`src/rtl/trimPkg.sv`:
```
package trimPkg;

  typedef enum logic [2:0] {
    ST_IDLE,
    ST_SETTLE,
    ST_DACRST,
    ST_TRIAL,
    ST_HOLD
  } trimState_e;

  // strobes from control to datapath
  typedef struct packed {
    logic cntClr;
    logic cntInc;
    logic sarClr;
    logic sarInit;
    logic sarStep;
    logic holdLoad;
  } trimStrobe_t;

endpackage

```
`src/rtl/trimCtrl.sv`:
```
module trimCtrl
  import trimPkg::*;
(
  input  logic        clk,
  input  logic        rstN,
  input  logic        startReq,
  input  logic        restart,
  input  logic        refTick,
  input  logic        cntDone,
  input  logic        lastBit,
  output trimStrobe_t strobe,
  output logic        done,
  output logic        dacReset,
  output logic        enConv,
  output logic        enAmp,
  output logic        enCmp
);

  trimState_e state, stateNxt;

  always_ff @(posedge clk or negedge rstN) begin
    if (!rstN) state <= ST_IDLE;
    else       state <= stateNxt;
  end

  always_comb begin
    stateNxt = state;
    strobe   = '0;
    case (state)
      ST_IDLE: begin
        if (startReq) begin
          stateNxt      = ST_SETTLE;
          strobe.cntClr = 1'b1;
        end
      end
      ST_SETTLE: begin
        if (cntDone) begin
          stateNxt      = ST_DACRST;
          strobe.sarClr = 1'b1;
        end else if (refTick) begin
          strobe.cntInc = 1'b1;
        end
      end
      ST_DACRST: begin
        stateNxt       = ST_TRIAL;
        strobe.sarInit = 1'b1;
      end
      ST_TRIAL: begin
        strobe.sarStep = 1'b1;
        if (lastBit) begin
          stateNxt        = ST_HOLD;
          strobe.holdLoad = 1'b1;
        end
      end
      ST_HOLD: begin
        if (restart) begin
          stateNxt      = ST_SETTLE;
          strobe.cntClr = 1'b1;
        end
      end
      default: stateNxt = ST_IDLE;
    endcase
  end

  assign done     = (state == ST_HOLD);
  assign dacReset = (state == ST_DACRST);
  assign enConv   = !done;
  assign enAmp    = !done;
  assign enCmp    = !done;


  dac_pulse_chk: assert property (@(posedge clk) disable iff (!rstN)
    dacReset |=> !dacReset);


  done_after_lsb_chk: assert property (@(posedge clk) disable iff (!rstN)
    $rose(done) |-> $past(lastBit));


  restart_drop_chk: assert property (@(posedge clk) disable iff (!rstN)
    (done && restart) |=> !done);


  settle_gate_chk: assert property (@(posedge clk) disable iff (!rstN)
    $rose(dacReset) |-> $past(cntDone));

endmodule

```
`src/rtl/trimDatapath.sv`:
```
module trimDatapath
  import trimPkg::*;
#(
  parameter int CODE_W   = 10,
  parameter int SETTLE_W = 16
) (
  input  logic                clk,
  input  logic                rstN,
  input  trimStrobe_t         strobe,
  input  logic [SETTLE_W-1:0] settleCycles,
  input  logic                cmpAbove,
  output logic                cntDone,
  output logic                lastBit,
  output logic [CODE_W-1:0]   trialCode,
  output logic [CODE_W-1:0]   holdCode
);

  localparam int IDX_W = $clog2(CODE_W + 1);
  localparam logic [CODE_W-1:0] HALF_CODE = CODE_W'(1) << (CODE_W - 1);
  localparam logic [IDX_W-1:0]  TOP_IDX   = IDX_W'(CODE_W - 1);

  logic [SETTLE_W-1:0] settleCnt;
  logic [IDX_W-1:0]    bitIdx;
  logic [CODE_W-1:0]   nextCode;

  // settle counter
  always_ff @(posedge clk or negedge rstN) begin
    if (!rstN)              settleCnt <= '0;
    else if (strobe.cntClr) settleCnt <= '0;
    else if (strobe.cntInc) settleCnt <= settleCnt + 1'b1;
  end

  assign cntDone = (settleCnt >= settleCycles);

  // trial update: clear current bit on "above", arm next lower bit
  for (genvar i = 0; i < CODE_W; i++) begin : g_bit
    always_comb begin
      if (IDX_W'(i) == bitIdx)
        nextCode[i] = trialCode[i] & ~cmpAbove;
      else if (IDX_W'(i + 1) == bitIdx)
        nextCode[i] = 1'b1;
      else
        nextCode[i] = trialCode[i];
    end
  end

  always_ff @(posedge clk or negedge rstN) begin
    if (!rstN) begin
      trialCode <= '0;
      bitIdx    <= '0;
    end else if (strobe.sarClr) begin
      trialCode <= '0;
      bitIdx    <= '0;
    end else if (strobe.sarInit) begin
      trialCode <= HALF_CODE;
      bitIdx    <= TOP_IDX;
    end else if (strobe.sarStep) begin
      trialCode <= nextCode;
      if (bitIdx != '0) bitIdx <= bitIdx - 1'b1;
    end
  end

  assign lastBit = (bitIdx == '0);

  always_ff @(posedge clk or negedge rstN) begin
    if (!rstN)                holdCode <= '0;
    else if (strobe.holdLoad) holdCode <= nextCode;
  end


  init_code_chk: assert property (@(posedge clk) disable iff (!rstN)
    strobe.sarInit |=> (trialCode == HALF_CODE));


  hold_keep_chk: assert property (@(posedge clk) disable iff (!rstN)
    !strobe.holdLoad |=> $stable(holdCode));


  cnt_bound_chk: assert property (@(posedge clk) disable iff (!rstN)
    strobe.cntInc |-> (settleCnt < settleCycles));

endmodule

```
`src/rtl/trimHoldCtrl.sv`:
```
module trimHoldCtrl
  import trimPkg::*;
#(
  parameter int CODE_W   = 10,
  parameter int SETTLE_W = 16
) (
  input  logic                clk,
  input  logic                rstN,
  input  logic                startReq,
  input  logic                restart,
  input  logic                refTick,
  input  logic [SETTLE_W-1:0] settleCycles,
  input  logic                cmpAbove,
  output logic [CODE_W-1:0]   dacCode,
  output logic                dacReset,
  output logic [CODE_W-1:0]   holdCode,
  output logic                done,
  output logic                enConv,
  output logic                enAmp,
  output logic                enCmp,
  output logic                enDac,
  output logic                enOsc,
  output logic                enTemp
);

  trimStrobe_t       strobe;
  logic              cntDone;
  logic              lastBit;
  logic [CODE_W-1:0] trialCode;

  trimCtrl uCtrl (
    .clk      (clk),
    .rstN     (rstN),
    .startReq (startReq),
    .restart  (restart),
    .refTick  (refTick),
    .cntDone  (cntDone),
    .lastBit  (lastBit),
    .strobe   (strobe),
    .done     (done),
    .dacReset (dacReset),
    .enConv   (enConv),
    .enAmp    (enAmp),
    .enCmp    (enCmp)
  );

  trimDatapath #(
    .CODE_W   (CODE_W),
    .SETTLE_W (SETTLE_W)
  ) uPath (
    .clk          (clk),
    .rstN         (rstN),
    .strobe       (strobe),
    .settleCycles (settleCycles),
    .cmpAbove     (cmpAbove),
    .cntDone      (cntDone),
    .lastBit      (lastBit),
    .trialCode    (trialCode),
    .holdCode     (holdCode)
  );

  assign dacCode = done ? holdCode : trialCode;
  assign enDac   = 1'b1;
  assign enOsc   = 1'b1;
  assign enTemp  = 1'b1;


  hold_steady_chk: assert property (@(posedge clk) disable iff (!rstN)
    (done && $past(done)) |-> $stable(dacCode));

endmodule

```
`config.mk`:
```
export PLATFORM = sky130hd
export DESIGN_NAME = trimHoldCtrl
export DESIGN_NICKNAME = d
export VERILOG_FILES = /design/src/rtl/trimPkg.sv /design/src/rtl/trimCtrl.sv /design/src/rtl/trimDatapath.sv /design/src/rtl/trimHoldCtrl.sv
export SDC_FILE = /design/constraint.sdc
export NUM_CORES = 1
export LEC_CHECK = 0
export BUFFER_PORTS_ARGS = -buffer_cell sky130_fd_sc_hd__buf_2
export CAP_MARGIN = 25
export CORE_ASPECT_RATIO = 0.8
export CORE_MARGIN = 2
export CORE_UTILIZATION = 45
export CTS_CLUSTER_DIAMETER = 60
export DETAILED_ROUTE_END_ITERATION = 16
export GPL_TIMING_DRIVEN = 0
export PLACE_DENSITY = 0.76
export SLEW_MARGIN = 10
export SYNTH_ARGS = -nofsm -noshare
export SYNTH_HDL_FRONTEND = slang
export SYNTH_SLANG_ARGS = --single-unit
```
`constraint.sdc`:
```
create_clock -name clk -period 7.4 [get_ports clk]
set_clock_uncertainty 0.15 [all_clocks]
set_input_delay 0.74 -clock clk [delete_from_list [all_inputs] [get_ports clk]]
set_output_delay 0.74 -clock clk [all_outputs]
set_load 0.01 [all_outputs]
```
==> out/results.txt, run 1 <==
synth top area cells -> dfrtp_1 (36%), ha_1 (9.3%), nand2_1 (5.2%), o21ai_0 (4.8%), inv_1 (4.2%)
PostCTS Resize Cnt -> 0
M1 GR Usage -> 0.293
Seq/Total Area, Yosys -> 0.365
fin crit share -> 0.404
worst reg-to-reg path cell count -> 7
grt ovf -> 0
worst-case vdd ir drop -> 70.8 uV
Finished Cell Area -> 3410 sq um
final worst slack -> 4.41 ns
share of cells above drive strength 1 -> 0.240
CTS tree -> built
WP data required -> 6.51 ns
PD cells -> 175 nW/um^2
LEAKAGE -> 1.56 nW
FF-to-FF setup slack -> 4.64 ns
most common cell after layout, fill and taps aside -> buf_2
insertion delay to the later sink of the worst-skew pair -> 0.29 ns
area delta synth->final -> 15.8%
HP Class -> in -> async
Mapped Avg Cell Area -> 9.24 sq um
I/O pin count -> 50
global-route wire length before repair -> 11,400 um
CTS Buf Count -> 5
DR WL/cell -> 13.9 um
Slew @ Worst Pin -> 0.521 ns
most used routing layer -> met2
area leader, netlist -> dfrtp_1
PortBufs -> 46
antenna viol nets, final -> 0
First-pass DRT Iterations -> 5
dpl hpwl -> 4810 um
htree depth -> 2
DP Worst Slack -> 4.25 ns
number of library cell types mapped by synthesis -> 51
compound-gate portion of the synthesized area -> 0.233
largest family of logic cells by synthesized area -> compound AO/OA/AOI/OAI gates
synthesized area -> 2950 sq um
vias in the first global route -> 2,403
Chip Width -> 94.5 um
fraction of the mapped netlist area in adder cells -> 0.0933
Setup TNS -> 0 ns
Worst slew margin -> 0.653
GR Util met3 -> 0.0277
Clock Path Buffers -> 2
FF+latch count, synth -> 43
CP arrival -> 2.10 ns
number of vias per cell -> 5.36
mux cell area share after synthesis -> 0.0331
DRT iter0 DRCs -> 182
Top FF cell, synth -> dfrtp_1
Setup violations, final -> 0
RSZ-0062 raised after global routing -> false
Root Driver -> clkbuf_8
DRT Wirelength -> 6390 um
Fmax achieved -> 0.335 GHz
# diodes -> 0
Final Wtd Congestion -> 0.862
Placed Area -> 3290 sq um
# rows -> 26
max-cap violations -> 0
min cycle time layout -> 2.99 ns
die area -> 7220 sq um
Vias -> 2,459
status -> complete, no violations
number of flops mapped to enable cells by yosys -> 0
Post-Synth Simple-Gate Area -> 0.166
nets@finish -> 419
crit-path max FO -> 10
core region area -> 6380 sq um
Die Ht -> 76.4 um
area share of the largest cell type after synthesis -> 0.365
XOR/XNOR Fraction of Synth Area -> 0.0386
Total GRT Usage -> 0.197
crit path kind -> reg -> out
FFs w/ async S/R, synth -> 1.00
Worst-path clk slew -> 0.08 ns
Final Max Slew Viols -> 0
largest net degree at the start of global routing -> 44
initial antenna violation count -> 0
commonest cells after routing, fill and taps aside -> buf_2 (48), dfrtp_1 (43), nand2_1 (41)
Global Route met2 Usage -> 0.300
drt drc -> 0
Ys Warns -> 0
CP endpoint kind -> output port
Fin. Hold Viols -> 0
clock sinks -> 43
CP Launch Type -> flop
cell count after synthesis -> 319
Setup Buffers After CTS -> 0
initial core utilization -> 0.463
hold-fix buffers at CTS -> 0
==> Yosys cell counts, types with 2 or more instances <==
master,n
a31oi_1,2
and4_1,2
a211oi_1,2
o21ai_1,3
and2_1,2
inv_1,33
xnor2_1,12
mux2i_1,3
a21oi_1,18
a21o_1,2
nand2b_1,2
nor3_1,2
nor2b_1,5
or2_2,2
nor2_1,24
nand2_1,41
ha_1,22
a2111oi_2,7
mux2_2,6
nand3_1,9
dfrtp_1,43
a2111oi_4,4
o22ai_1,8
o21ai_0,28
buf_2,2
clkbuf_1,6
buf_4,5
==> final cells by class <==
| class | instances | area [sq um] |
|---|---|---|
| well taps | 84 | 105 |
| repair buffers | 47 | 250 |
| multi-input cells | 231 | 1680 |
| flip-flops and latches | 43 | 1080 |
| clock inverters | 1 | 30.0 |
| inverters | 33 | 124 |
| clock buffers | 6 | 72.6 |
| fillers | 591 | 2960 |
| plain buffers | 14 | 81.3 |
==> report_power, final <==
group / total [mW] / switching, mW / internal [mW]
clock: 0.179 / 0.0797 / 0.0990
combinational: 0.142 / 0.0815 / 0.0609
sequential: 0.277 / 0.0281 / 0.249
total: 0.599 / 0.189 / 0.409
==> per-stage QoR <==
step                      hold slack (ns)  utilization  cells  total power [mW]
final                               0.162        0.536    459             0.599
after CTS                           0.363        0.532    458             0.601
after detailed placement            0.343        0.516    451             0.423
after floorplan                     0.294            -    321             0.391
after global placement              0.336        0.516    451             0.418
after global routing                0.183        0.536    459             0.629
==> state kept, by name, summed over array words and instances (netlist names) <==
signal,count
uCtrl.state,3
uPath.bitIdx,4
uPath.holdCode,10
uPath.settleCnt,16
uPath.trialCode,10
==> final timing paths <==
path,from,to
worst max-delay path,uCtrl.state[1],dacCode[2]
min in group clk,uPath.holdCode[3],uPath.holdCode[3]
max in group asynchronous,rstN,uPath.settleCnt[14]
worst min-delay path,rstN,uPath.settleCnt[8]
worst min register to register,uPath.holdCode[3],uPath.holdCode[3]
worst max register to register,uPath.settleCnt[13],uPath.trialCode[8]
==> cells by family (layout without fill, tap and decap cells) <==
group / Yosys count / count (layout)
simple gates: 98 / 98
other cells: 1 / 3
mux: 9 / 9
fa+ha+maj: 22 / 22
flops: 43 / 43
buf+inv: 47 / 101
xor+xnor: 13 / 13
compound gates: 86 / 86
==> metal layers <==
metal,up-vias,wire (um)
met5,-,0
met4,0,82
met3,9,284
met2,58,2840
met1,1172,3190
li1,1220,-
==> critical path, cell delays in order (launching register included) <==
cell and delay, ns:
dfrtp_1 0.43, nor2_1 0.30, nand2_1 0.22, inv_1 0.11
clkbuf_1 0.38, nand2_1 0.09, o21ai_0 0.10, buf_2 0.17
Power figures use the tool's default switching activity.
==> inputs of run 2 (changes only) <==
Settings changed: PLACE_DENSITY 0.76 to 0.79.
Clock period 7.4 ns to 2.45 ns, I/O delays scaled along.
==> run 2 against run 1 <==
  * The flow now finishes with violations (negative setup slack)
  * Clock-buffer cell count rose by 1
  * Die area did not move
  * Sequential share of layout area fell by 2.9 points
  * Clock power rose to 3.0 times the previous value
  * Sequential power rose to 3.0 times the previous value
  * First-iteration DRC count rose by 64%
  * Register-to-register slack got worse by 4.6 ns
  * Sequential cell count did not move
  * Worst setup slack got worse by 4.4 ns
  * Critical path type is now reg -> reg
  * Critical endpoint is now uPath.settleCnt[9]
  * Highest routed layer unchanged
==> out/results.txt, run 2 (same netlist as run 1, synthesis figures left out) <==
crit path cell chain -> ha_4 -> and4_4 -> nand2_1 -> o21ai_2 -> clkbuf_4 -> a2111oi_4 -> xnor2_1 -> nor2_1
global-route wire length before repair -> 11,600 um (+1.2%)
P_sw -> 0.700 mW (+270%)
Final Max Slew Viols -> 0 (unchanged)
DR WL/cell -> 16.4 um (+18%)
CP top delay family -> flip-flops
PD cells -> 521 nW/um^2 (+200%)
most common cell after layout, fill and taps aside -> buf_2
nets@finish -> 439 (+4.8%)
CP Launch Type -> flop
grt ovf -> 0 (unchanged)
largest net degree at the start of global routing -> 44 (unchanged)
Total GRT Usage -> 0.199 (+0.00291)
initial antenna violation count -> 0 (unchanged)
status -> finished with violations
worst-case vdd ir drop -> 237 uV (+230%)
final worst slack -> -0.00744 ns (-4.42 ns)
Slowest-stage cell, CP -> dfrtp_1
DP Worst Slack -> -0.286 ns (-4.54 ns)
antenna viol nets, final -> 0 (unchanged)
First-pass DRT Iterations -> 5 (unchanged)
core region area -> 6380 sq um (unchanged)
max-cap violations -> 0 (unchanged)
final std cells w/o fill -> 480 (+4.6%)
# diodes -> 0 (unchanged)
HP Class -> in -> reg
Root Driver -> clkbuf_8
PortBufs -> 46 (unchanged)
DRT Wirelength -> 7860 um (+23%)
Fin. Hold Viols -> 0 (unchanged)
drt drc -> 0 (unchanged)
Fmax achieved -> 0.407 GHz
WP data required -> 2.48 ns (-4.03 ns)
clock sinks -> 43 (unchanged)
LEAKAGE -> 1.67 nW (+6.9%)
fin crit share -> 1.00
Die Ht -> 76.4 um (unchanged)
share of cells above drive strength 1 -> 0.336 (+0.0959)
CP arrival -> 2.49 ns (+0.39 ns)
RSZ-0062 raised after global routing -> true
Vias -> 2,695 (+9.6%)
CP max stage delay -> 0.45 ns (+0.02 ns)
Worst slew margin -> 0.661 (+0.00801)
Global Route met2 Usage -> 0.317 (+0.0171)
Power, Total -> 1.97 mW (+230%)
Chip Width -> 94.5 um (unchanged)
Final Wtd Congestion -> 0.847 (-1.8%)
Top reg by flops -> uPath.settleCnt
most used routing layer -> met2
# fillers -> 521 (-12%)
min cycle time layout -> 2.46 ns
Clk pwr share -> 0.270 (-0.029)
Util after Layout -> 0.592 (+0.0569)
Slew @ Worst Pin -> 0.509 ns (-0.0120 ns)
vias in the first global route -> 2,543 (+5.8%)
die area -> 7220 sq um (unchanged)
commonest cells after routing, fill and taps aside -> buf_2 (46), nand2_1 (41), dfrtp_1 (39)
CTS Buf Count -> 5 (unchanged)
CP endpoint kind -> flop
Post-Place Cells -> 451 (unchanged)
initial core utilization -> 0.463 (unchanged)
sequential cell area -> 1080 sq um (+0.47%)
Worst-path clk slew -> 0.09 ns (about the same)
DRT iter0 DRCs -> 298 (+64%)
crit path kind -> reg -> reg
# rows -> 26 (unchanged)
I/O pin count -> 50 (unchanged)
Largest register FFs -> 16 (unchanged)
Clock Path Buffers -> 2 (unchanged)
Int Pwr -> 1.27 mW (+210%)
Multi-input gate area -> 1860 sq um (+11%)
Top Registers -> uPath.settleCnt x16, uPath.holdCode x10, uPath.trialCode x10
Placed Area -> 3290 sq um (unchanged)
CP Buf/Inv Count -> 1 (-2)
CTS tree -> built
failing checks -> negative setup slack
Finished Cell Area -> 3780 sq um (+11%)
Sw Share -> 0.355 (+0.0392)
Setup violations, final -> 1 (+1)
insertion delay to the later sink of the worst-skew pair -> 0.32 ns (+0.03 ns)
crit-path max FO -> 10 (unchanged)
dpl hpwl -> 4920 um (+2.1%)
area delta synth->final -> 28.1%
Comb power frac -> 0.311 (+0.073)
htree depth -> 2 (unchanged)
sequential power share -> 0.419 (-0.045)
M1 GR Usage -> 0.271 (-0.0216)
number of vias per cell -> 5.61 (+4.8%)
GR Util met3 -> 0.0406 (+0.0129)
## run 2: routing by layer
layer / vias to the layer above / share of wire
li1: 1264 / -
met4: 0 / 0.027
met2: 120 / 0.48
met5: - / 0
met3: 26 / 0.059
met1: 1285 / 0.44
## run 2: final timing paths
kind | startpoint | endpoint | slack [ns] | cells past startpoint
max in group asynchronous | rstN | uPath.settleCnt[13] | 1.50 | 3
hold / removal | restart | uCtrl.state[2] | 0.01 | 2
min in group asynchronous | rstN | uPath.settleCnt[4] | 0.17 | 2
setup reg to reg | uPath.settleCnt[14] | uPath.settleCnt[9] | -0.007 | 8
hold reg to reg | uPath.holdCode[8] | uPath.holdCode[8] | 0.35 | 2
setup / recovery | uPath.settleCnt[14] | uPath.settleCnt[9] | -0.007 | 8
## run 2: metrics by stage
step           setup TNS [ns]  hold slack [ns]
3_5_place_dp            -4.76            0.314
3_3_place_gp            -3.71            0.311
6_report             -0.00744           0.0138
4_1_cts                     0          0.00434
2_1_floorplan               0           -0.201
5_1_grt                -0.991           0.0412
## run 2: repair_timing
action                                  4_1_cts  5_1_grt
cloned                                        0        0
resized for setup                            15       24
endpoints found under the setup margin       36       35
pin swaps                                     5       10
hold endpoints to repair                     43        0
setup buffers                                 4       15
hold buffers                                  1        0
## run 2: worst reg2reg max path, stage by stage, from the launching register on
cell and delay (ns):
dfrtp_1 0.45, ha_4 0.29, and4_4 0.25, nand2_1 0.07, o21ai_2 0.31, clkbuf_4 0.42
a2111oi_4 0.06, xnor2_1 0.21, nor2_1 0.09
## run 2: cell type report
cell class / count / share of cell area
Sequential cell: 43 / 0.286
Multi-Input combinational cell: 231 / 0.493
Inverter: 33 / 0.0328
Clock buffer: 7 / 0.0255
Clock inverter: 1 / 0.00199
Buffer: 14 / 0.0245
Timing Repair Buffer: 67 / 0.109
Tap cell: 84 / 0.0278
## run 2: power groups by stage
stage | Combinational (mW) | Clock (mW) | Sequential, mW
after detailed placement | 0.430 | 0 | 0.852
final | 0.613 | 0.531 | 0.825
after CTS | 0.490 | 0.527 | 0.829
after global routing | 0.662 | 0.557 | 0.830
after global placement | 0.416 | 0 | 0.848
after floorplan | 0.347 | 0 | 0.833
==> inputs of run 3 (changes only) <==
Settings changed: PLACE_DENSITY 0.79 to 0.76.
Clock period 2.45 ns to 2.6 ns, I/O delays scaled along.
==> run 3 against run 2 <==
  * Highest routed layer unchanged
  * The flow now finishes without violations
  * First-iteration DRC count shrank 30%
  * Sequential share of layout area increased by 2.1 points
  * Wire length shrank 17%
  * Worst setup slack improved by 0.12 ns
==> out/results.txt, run 3 (same netlist as run 1, synthesis figures left out) <==
CTS Buf Count -> 5 (unchanged)
core region area -> 6380 sq um (unchanged)
commonest cells after routing, fill and taps aside -> buf_2 (47), nand2_1 (41), dfrtp_1 (41)
area delta synth->final -> 19.0%
Setup violations, final -> 0 (-1)
largest net degree at the start of global routing -> 44 (unchanged)
vias in the first global route -> 2,414 (-5.1%)
antenna viol nets, final -> 0 (unchanged)
Clk pwr share -> 0.291 (+0.021)
Critical R2R Capture -> uPath.settleCnt[14]
worst-case vdd ir drop -> 210 uV (-11%)
CP arrival -> 2.54 ns (+0.05 ns)
sequential power share -> 0.446 (+0.027)
PD cells -> 500 nW/um^2 (-4.1%)
Comb power frac -> 0.263 (-0.048)
# diodes -> 0 (unchanged)
LEAKAGE -> 1.58 nW (-5.2%)
nets@finish -> 422 (-3.9%)
hold path start -> restart
Clock Path Buffers -> 2 (unchanged)
FF-to-FF setup slack -> 0.12 ns (+0.12 ns)
Chip Width -> 94.5 um (unchanged)
Top reg by flops -> uPath.settleCnt
clock sinks -> 43 (unchanged)
dpl hpwl -> 4810 um (-2.1%)
crit path kind -> reg -> reg
Reg-to-Reg Start -> uPath.settleCnt[6]
WP data required -> 2.66 ns (+0.18 ns)
drt drc -> 0 (unchanged)
Final Wtd Congestion -> 0.862 (+1.8%)
Largest register FFs -> 16 (unchanged)
initial antenna violation count -> 0 (unchanged)
DRT iter0 DRCs -> 210 (-30%)
Root Driver -> clkbuf_8
global-route wire length before repair -> 11,500 um (-0.66%)
grt ovf -> 0 (unchanged)
Setup TNS -> 0 ns (+0.00744 ns)
Sw Share -> 0.321 (-0.0340)
crit-path max FO -> 4 (-6)
max-cap violations -> 0 (unchanged)
GR Util met3 -> 0.0277 (-0.0129)
most common cell after layout, fill and taps aside -> buf_2
First-pass DRT Iterations -> 4 (-1)
worst hold slack -> 0.0219 ns (+0.00811 ns)
most used routing layer -> met2
I/O pin count -> 50 (unchanged)
insertion delay to the later sink of the worst-skew pair -> 0.29 ns (-0.03 ns)
worst reg-to-reg path cell count -> 7 (-1)
Die Ht -> 76.4 um (unchanged)
CP Launch Type -> flop
Total GRT Usage -> 0.198 (-0.00187)
M1 GR Usage -> 0.294 (+0.0229)
fin crit share -> 0.955 (-0.0477)
number of vias per cell -> 5.36 (-4.5%)
Vias -> 2,478 (-8.1%)
Top Registers -> uPath.settleCnt x16, uPath.holdCode x10, uPath.trialCode x10
min cycle time layout -> 2.48 ns (+0.0265 ns)
CP endpoint kind -> flop
DR WL/cell -> 14.2 um (-13%)
htree depth -> 2 (unchanged)
Power, Total -> 1.75 mW (-11%)
# rows -> 26 (unchanged)
initial core utilization -> 0.463 (unchanged)
HP Class -> in -> reg
Fmax achieved -> 0.403 GHz (-1.1%)
Placed Area -> 3290 sq um (unchanged)
worst hold path depth -> 2 (unchanged)
status -> complete, no violations
P_sw -> 0.564 mW (-19%)
die area -> 7220 sq um (unchanged)
Util after Layout -> 0.551 (-0.0418)
share of cells above drive strength 1 -> 0.272 (-0.0634)
PortBufs -> 46 (unchanged)
Final Max Slew Viols -> 0 (unchanged)
CTS tree -> built
Finished Cell Area -> 3510 sq um (-7.1%)
Int Pwr -> 1.19 mW (-6.2%)
DRT Wirelength -> 6560 um (-17%)
WHS Endpoint -> uCtrl.state[2]
Worst-path clk slew -> 0.08 ns (about the same)
Fin. Hold Viols -> 0 (unchanged)
Global Route met2 Usage -> 0.302 (-0.0150)
[run 3: layer usage]
layer  part of all wire  wire length, um  up-vias
met5                  0                0        -
met4              0.016              102        0
met3              0.047              305        9
met2               0.45             2920       54
met1               0.49             3230     1188
li1                   -                -     1227
[run 3: metrics by stage]
stage,worst slack (ns),instances
2_1_floorplan,0.161,321
3_3_place_gp,-0.0824,451
3_5_place_dp,-0.112,451
4_1_cts,0.00414,458
5_1_grt,-0.00232,462
6_report,0.116,462
[run 3: how the worst max path moves through the flow]
stage	slack [ns]	startpoint	to
after floorplan	0.16	uPath.settleCnt[0]	uPath.settleCnt[14]
after global placement	-0.08	uPath.settleCnt[13]	uPath.trialCode[1]
after detailed placement	-0.11	uPath.settleCnt[13]	uPath.trialCode[3]
after CTS	0.004	uPath.settleCnt[0]	uPath.settleCnt[12]
after global routing	-0.002	uPath.settleCnt[1]	uPath.settleCnt[14]
final	0.12	uPath.settleCnt[6]	uPath.settleCnt[14]
[run 3: critical path: stages, from the launching register on]
cell and delay, ns:
dfrtp_1 0.44, ha_1 0.30, a21o_1 0.19, a211oi_2 0.25, o21ai_4 0.14, a2111o_1 0.44
or3_1 0.33, a21oi_1 0.16
[run 3: layout make-up]
class / instances / area (sq um)
tap: 84 / 105
sequential: 43 / 1080
clock buffer: 6 / 72.6
fill: 577 / 2870
clock inverter: 1 / 30.0
multi-input combinational: 231 / 1740
inverter: 33 / 124
buffer: 14 / 86.3
timing repair buffer: 50 / 275
[run 3: what timing repair did]
action                     4_1_cts  5_1_grt
hold buffers                     0        1
resized for setup                5       15
pin swaps                        0        4
setup endpoints to repair       22       38
setup buffers                    0        2
hold endpoints to repair         0       10
[run 3: power by group through the flow]
stage / sequential [mW] / combinational, mW / clock (mW)
after floorplan: 0.785 / 0.327 / 0
final: 0.782 / 0.462 / 0.509
after global routing: 0.788 / 0.516 / 0.533
after detailed placement: 0.802 / 0.402 / 0
after global placement: 0.799 / 0.391 / 0
after CTS: 0.790 / 0.408 / 0.515
